$ cat src/rtl/cplSplitPkg.sv
package cplSplitPkg;
  typedef enum logic {
    ST_IDLE = 1'b0,
    ST_BUSY = 1'b1
  } splitState_t;

  // strobes from control to datapath
  typedef struct packed {
    logic load;  // capture a good request
    logic step;  // a descriptor was taken
  } splitStrobe_t;
endpackage

$ cat src/rtl/cplSplitPath.sv
module cplSplitPath #(
  parameter int ADDR_W = 32,
  parameter int LEN_W  = 13
) (
  input  logic                      clk,
  input  logic                      rstN,
  input  cplSplitPkg::splitStrobe_t strobe,
  input  logic [ADDR_W-1:0]         reqAddr,
  input  logic [LEN_W-1:0]          reqLen,
  input  logic                      rcbSel,
  input  logic [2:0]                mpsCode,
  output logic                      reqBad,
  output logic [ADDR_W-1:0]         descAddr,
  output logic [LEN_W-1:0]          descCount,
  output logic [LEN_W-1:0]          descRemain,
  output logic                      descLast
);
  localparam int PAGE_BYTES = 4096;
  localparam int PAGE_BITS  = $clog2(PAGE_BYTES);
  localparam int MAX_CODE   = 5;

  logic [ADDR_W-1:0] curAddr;
  logic [LEN_W-1:0]  remain;
  logic [LEN_W-1:0]  rcbBytes;
  logic [LEN_W-1:0]  mpsBytes;
  logic [LEN_W-1:0]  misalign;
  logic [LEN_W-1:0]  chunkLimit;
  logic [LEN_W:0]    endOffset;

  // request malformation: empty, or runs past its page
  always_comb begin
    endOffset = {1'b0, LEN_W'(reqAddr[PAGE_BITS-1:0])} + {1'b0, reqLen};
    reqBad    = (reqLen == '0) || (endOffset > (LEN_W+1)'(PAGE_BYTES));
  end

  // chunk sizing
  always_comb begin
    rcbBytes   = rcbSel ? LEN_W'(128) : LEN_W'(64);
    mpsBytes   = (int'(mpsCode) > MAX_CODE) ? LEN_W'(PAGE_BYTES)
                                            : (LEN_W'(128) << mpsCode);
    misalign   = curAddr[LEN_W-1:0] & (rcbBytes - LEN_W'(1));
    chunkLimit = (misalign != '0) ? (rcbBytes - misalign) : mpsBytes;
    descCount  = (remain < chunkLimit) ? remain : chunkLimit;
    descLast   = (descCount == remain);
    descAddr   = curAddr;
    descRemain = remain;
  end

  always_ff @(posedge clk) begin
    if (!rstN) begin
      curAddr <= '0;
      remain  <= '0;
    end else if (strobe.load) begin
      curAddr <= reqAddr;
      remain  <= reqLen;
    end else if (strobe.step) begin
      curAddr <= curAddr + ADDR_W'(descCount);
      remain  <= remain - descCount;
    end
  end

  p_cnt_le_mps_r5: assert property (@(posedge clk) disable iff (!rstN)
    strobe.step |-> (descCount <= mpsBytes && descCount != '0));

  p_split_aligned_r6: assert property (@(posedge clk) disable iff (!rstN)
    (strobe.step && !descLast) |=>
      ((curAddr[LEN_W-1:0] & (rcbBytes - LEN_W'(1))) == '0));
endmodule

$ cat src/rtl/cplSplitCtrl.sv
module cplSplitCtrl (
  input  logic                      clk,
  input  logic                      rstN,
  input  logic                      reqValid,
  input  logic                      reqBad,
  input  logic                      descReady,
  input  logic                      descLast,
  output logic                      reqReady,
  output logic                      descValid,
  output logic                      reqErr,
  output cplSplitPkg::splitStrobe_t strobe
);
  import cplSplitPkg::*;

  splitState_t state, stateNext;
  logic        accept;

  always_comb begin
    reqReady    = (state == ST_IDLE);
    descValid   = (state == ST_BUSY);
    accept      = reqValid && reqReady;
    strobe.load = accept && !reqBad;
    strobe.step = descValid && descReady;
    stateNext   = state;
    case (state)
      ST_IDLE: if (strobe.load) stateNext = ST_BUSY;
      ST_BUSY: if (strobe.step && descLast) stateNext = ST_IDLE;
      default: stateNext = ST_IDLE;
    endcase
  end

  always_ff @(posedge clk) begin
    if (!rstN) begin
      state  <= ST_IDLE;
      reqErr <= 1'b0;
    end else begin
      state  <= stateNext;
      reqErr <= accept && reqBad;
    end
  end

  p_err_no_desc_r8: assert property (@(posedge clk) disable iff (!rstN)
    reqErr |-> (!descValid && reqReady));

  p_ready_after_last_r11: assert property (@(posedge clk) disable iff (!rstN)
    (descValid && descReady && descLast) |=> (reqReady && !descValid));
endmodule

$ cat src/rtl/cplSplitter.sv
module cplSplitter #(
  parameter int ADDR_W = 32,
  parameter int LEN_W  = 13
) (
  input  logic              clk,
  input  logic              rstN,
  input  logic              reqValid,
  output logic              reqReady,
  input  logic [ADDR_W-1:0] reqAddr,
  input  logic [LEN_W-1:0]  reqLen,
  input  logic              rcbSel,
  input  logic [2:0]        mpsCode,
  output logic              descValid,
  input  logic              descReady,
  output logic [ADDR_W-1:0] descAddr,
  output logic [LEN_W-1:0]  descCount,
  output logic [LEN_W-1:0]  descRemain,
  output logic              descLast,
  output logic              reqErr
);
  cplSplitPkg::splitStrobe_t strobe;
  logic reqBad;

  cplSplitCtrl uCtrl (
    .clk(clk), .rstN(rstN), .reqValid(reqValid), .reqBad(reqBad),
    .descReady(descReady), .descLast(descLast), .reqReady(reqReady),
    .descValid(descValid), .reqErr(reqErr), .strobe(strobe)
  );

  cplSplitPath #(.ADDR_W(ADDR_W), .LEN_W(LEN_W)) uPath (
    .clk(clk), .rstN(rstN), .strobe(strobe), .reqAddr(reqAddr),
    .reqLen(reqLen), .rcbSel(rcbSel), .mpsCode(mpsCode), .reqBad(reqBad),
    .descAddr(descAddr), .descCount(descCount), .descRemain(descRemain),
    .descLast(descLast)
  );

  p_hold_r10: assert property (@(posedge clk) disable iff (!rstN)
    (descValid && !descReady) |=>
      (descValid && $stable(descAddr) && $stable(descCount) && $stable(descRemain)));

  p_remain_step_r4: assert property (@(posedge clk) disable iff (!rstN)
    (descValid && descReady && !descLast) |=>
      (descValid && descRemain == $past(descRemain) - $past(descCount)));
endmodule

$ cat config.mk
export PLATFORM = sky130hd
export DESIGN_NAME = cplSplitter
export DESIGN_NICKNAME = d
export VERILOG_FILES = /design/src/rtl/cplSplitPkg.sv /design/src/rtl/cplSplitPath.sv /design/src/rtl/cplSplitCtrl.sv /design/src/rtl/cplSplitter.sv
export SDC_FILE = /design/constraint.sdc
export NUM_CORES = 1
export LEC_CHECK = 0
export BUFFER_PORTS_ARGS = -buffer_cell sky130_fd_sc_hd__buf_2
export CAP_MARGIN = 10
export CORE_MARGIN = 2
export CORE_UTILIZATION = 55
export DETAILED_ROUTE_END_ITERATION = 8
export GPL_TIMING_DRIVEN = 1
export PLACE_DENSITY = 0.82
export RECOVER_POWER = 50
export SLEW_MARGIN = 20
export SYNTH_ARGS = -nofsm -noshare
export SYNTH_HDL_FRONTEND = slang
export SYNTH_HIERARCHICAL = 1
export SYNTH_SLANG_ARGS = --single-unit
$ cat constraint.sdc
create_clock -name clk -period 6.9 [get_ports clk]
set_input_delay 1.035 -clock clk [delete_from_list [all_inputs] [get_ports clk]]
set_output_delay 1.035 -clock clk [all_outputs]
set_load 0.01 [all_outputs]
==> results.md <==
- Layout area overhead: 14.67%
- Hold Path Class: flip-flop to flip-flop
- Slew Limit Fails: 0
- Unrepaired setup endpoints after global routing: no
- Power per cell area: between 300 and 400 nW/um2
- DR DRC count: 0
- Critical Path RT: about 7.2 ns
- Post-CTS Setup Bufs: 0
- Multi-input logic area: between 3000 and 4000 um2
- Avg Cell Area, Syn: 7.790 um2
- Reg-to-reg startpoint: uPath/descAddr[2]
- Max Cap Violations: 0
- Worst clock skew: 0.02107 ns
- DP Wirelength: about 11000 um
- Total negative slack: 0 ns
- Fill cells: ~740
- Die area: 9222 um2
- Via/cell ratio: about 6.2
- Worst-Margin Slew: 0.7919 ns
- Grt total ovfl: 0
- Clock sinks: 47
- Chip Width: about 96 um
- I/O Buffers: 114
- Drt pass-1 iters: 5
- Crit end category: flip-flop
- FF-to-FF path depth: 22
- Final ANT Viol Nets: 0
- Clock Path Buffers: 2
- Num CTS Buffers: 5
- Die Height: 96.03 um
- Routability Congestion: 0.8977
- Number of flops mapped to enable cells by yosys: 0
- Critical Path Start: rcbSel
- Routed via count: 4959
- Clock Latency Late Sink: 0.31 ns
- Sequential fraction of the synthesis area: 20.20%
- Final period utilization: between 80% and 90%
- Number of hold violations in the final report: 0
- R2R Path End: uPath/descAddr[20]
- Post-cts hold buffer count: 0
- Syn Inst Count: roughly 600
- Synthesized Nets: 702
- Hold WS: roughly 0.57 ns
- Synth warnings: 6
- Clock Pin Slew Worst Setup and Hold Paths: 0.11 ns
- GRT Total Usage: 29.82%
- Crit Path Class: input pin to flip-flop
- Largest net degree at the start of global routing: 52
- Slew HR: 47.20%
- Initial antenna violation count: 0
- TritonCTS clock tree: built
- Fmax: 0.1628 GHz
- Rows: 33
- Initial DRC Count: 375
- Pleak: 2.367 nW
- Nets@finish: 801
- Primary FF master, synth: dfxtp_1
- Num ports: 115
- Layout cell share with drive strength beyond 1: 13.75%
- Core area: 8217 um2
- Diode count: 0
- Reg area: roughly 940 um2
- Post-Route Utilization: 65.01%
- Starting density of the core: 56.69%
- Status: finished clean
- FF+latch count, synth: 47
- WL/cell: 17.22 um
- Distinct cells, synth: 65
- Critical path arrival: 6.39 ns
- Cts repair resizes: 0
- # setup viols final: 0
- CP Launch Type: input pin
- Max FO, Critical Path: 20
- Post-synth ARST share: 0%
- Final WL: 13830 um
- H-tree depth: 2
- Min cycle time layout: between 6 and 7 ns
- Global-route wire length before repair: 21710 um
- CTS Root Cell: clkbuf_8
- Worst R2R Setup Slack: around 0.79 ns
- Worst vdd ir: 0.1312 mV
- Vias in the first global route: 4471
- Crit path capture: uPath/descAddr[20]
- Mapped cell area: 4658 um2
==> flip-flops by register name, indices dropped and copies added, names as in the netlist <==
signal / count
uPath/descAddr: 32
uPath/descRemain: 13
uCtrl/descValid: 1
uCtrl/reqErr: 1
==> through the flow <==
step | setup slack (ns) | total power [mW] | instances | area (um2)
floorplan | 1.459 | 1.160 | 598 | 4658
global placement | 0.9082 | 1.394 | 795 | 5290
detailed placement | 0.6390 | 1.413 | 795 | 5290
CTS | 0.9475 | 1.631 | 803 | 5406
global route | 0.2530 | 1.775 | 803 | 5341
finish | 0.7570 | 1.648 | 803 | 5341
==> layout by cell type, fill, tap and decap left out, types with 5 or more instances in the layout <==
master and count:
xnor2_1 21, and3_1 9, nand2_1 34, a41oi_1 5, dfxtp_1 47, a21oi_1 78, nor2b_1 9, nand3_1 12
clkbuf_8 5, o21ai_0 56, nor2_1 37, o211ai_1 5, nor3_1 7, and4_1 8, buf_2 66, inv_1 29
o211a_1 7, mux2i_1 7, a21o_1 17, xor2_1 29, nand4_1 13, clkbuf_1 48, o21a_1 8, nand2b_1 5
and2_1 9, a211oi_1 8, ha_1 48
==> cell type report <==
type | count | area share [%]
clock buffer | 5 | 1.288
sequential | 47 | 17.62
multi-input combinational | 494 | 65.45
clock inverter | 3 | 0.8901
tap | 105 | 2.460
inverter | 31 | 2.179
timing repair buffer | 118 | 10.12
==> worst min-delay path by stage <==
stage / start / end / slack (ns) / cells past startpoint
2_1_floorplan: uPath/descAddr[12] / uPath/descAddr[12] / 0.56 / 2
3_5_place_dp: uPath/descAddr[9] / uPath/descAddr[9] / 0.55 / 2
4_1_cts: uPath/descAddr[11] / uPath/descAddr[11] / 0.57 / 2
3_3_place_gp: uPath/descAddr[12] / uPath/descAddr[12] / 0.54 / 2
5_1_grt: uPath/descAddr[11] / uPath/descAddr[11] / 0.60 / 2
6_report: uPath/descAddr[11] / uPath/descAddr[11] / 0.57 / 2
==> where the power goes <==
part	total (mW)	internal [mW]	switching, mW
logic	1.07	0.444	0.622
registers	0.368	0.308	0.0602
clock network	0.213	0.110	0.103
==> Yosys cell counts, drive strengths merged (6+ instances only) <==
cell,count,area share [%]
a211oi,9,1.6
a21o,17,2.7
a21oi,78,8.4
and2,10,1.4
and3,10,1.5
and4,9,1.7
buf,7,0.81
clkbuf,19,1.5
dfxtp,47,20
ha,48,13
inv,30,2.4
mux2i,7,1.5
nand2,34,2.7
nand3,12,1.4
nand4,13,1.7
nor2,39,3.2
nor2b,9,1.2
nor3,7,0.75
o211a,7,1.5
o211ai,6,1.1
o21a,8,1.3
o21ai,59,6.3
xnor2,21,3.9
xor2,29,5.5
==> critical path, stage by stage <==
cell,delay (ns)
buf_2,0.11
nand2_1,0.12
nand3_1,0.28
nor4b_1,0.38
inv_1,0.10
ha_1,0.30
nand3_1,0.15
a211oi_1,0.07
a31oi_1,0.18
a221oi_1,0.13
nor2_2,0.59
buf_4,0.33
nand2_1,0.09
o21a_1,0.17
fa_1,0.41
nor2b_1,0.18
o21ai_0,0.15
a21oi_1,0.34
o2111ai_1,0.20
a211oi_2,0.51
o21ai_0,0.21
xor2_1,0.18
a21oi_1,0.16
==> metal layers <==
metal	global-route usage [%]	wire [um]	share of wire [%]	up-vias
li1	-	-	-	2406
met4	8.452	278	2.0	0
met1	42.53	6043	44	2297
met3	3.837	1207	8.7	28
met5	0	0	0	-
met2	46.99	6300	46	228
==> cell families after synthesis <==
group | count (synthesis) | share of synthesized area, %
adder cells (fa/ha/maj) | 52 | 14.42
buffers and inverters | 57 | 4.834
AND/OR/NAND/NOR | 165 | 19.77
multiplexers | 8 | 1.746
AO/OA/AOI/OAI | 219 | 29.63
XOR/XNOR | 50 | 9.401
flip-flops | 47 | 20.20
Note: power is estimated with default switching activity, not from simulation.
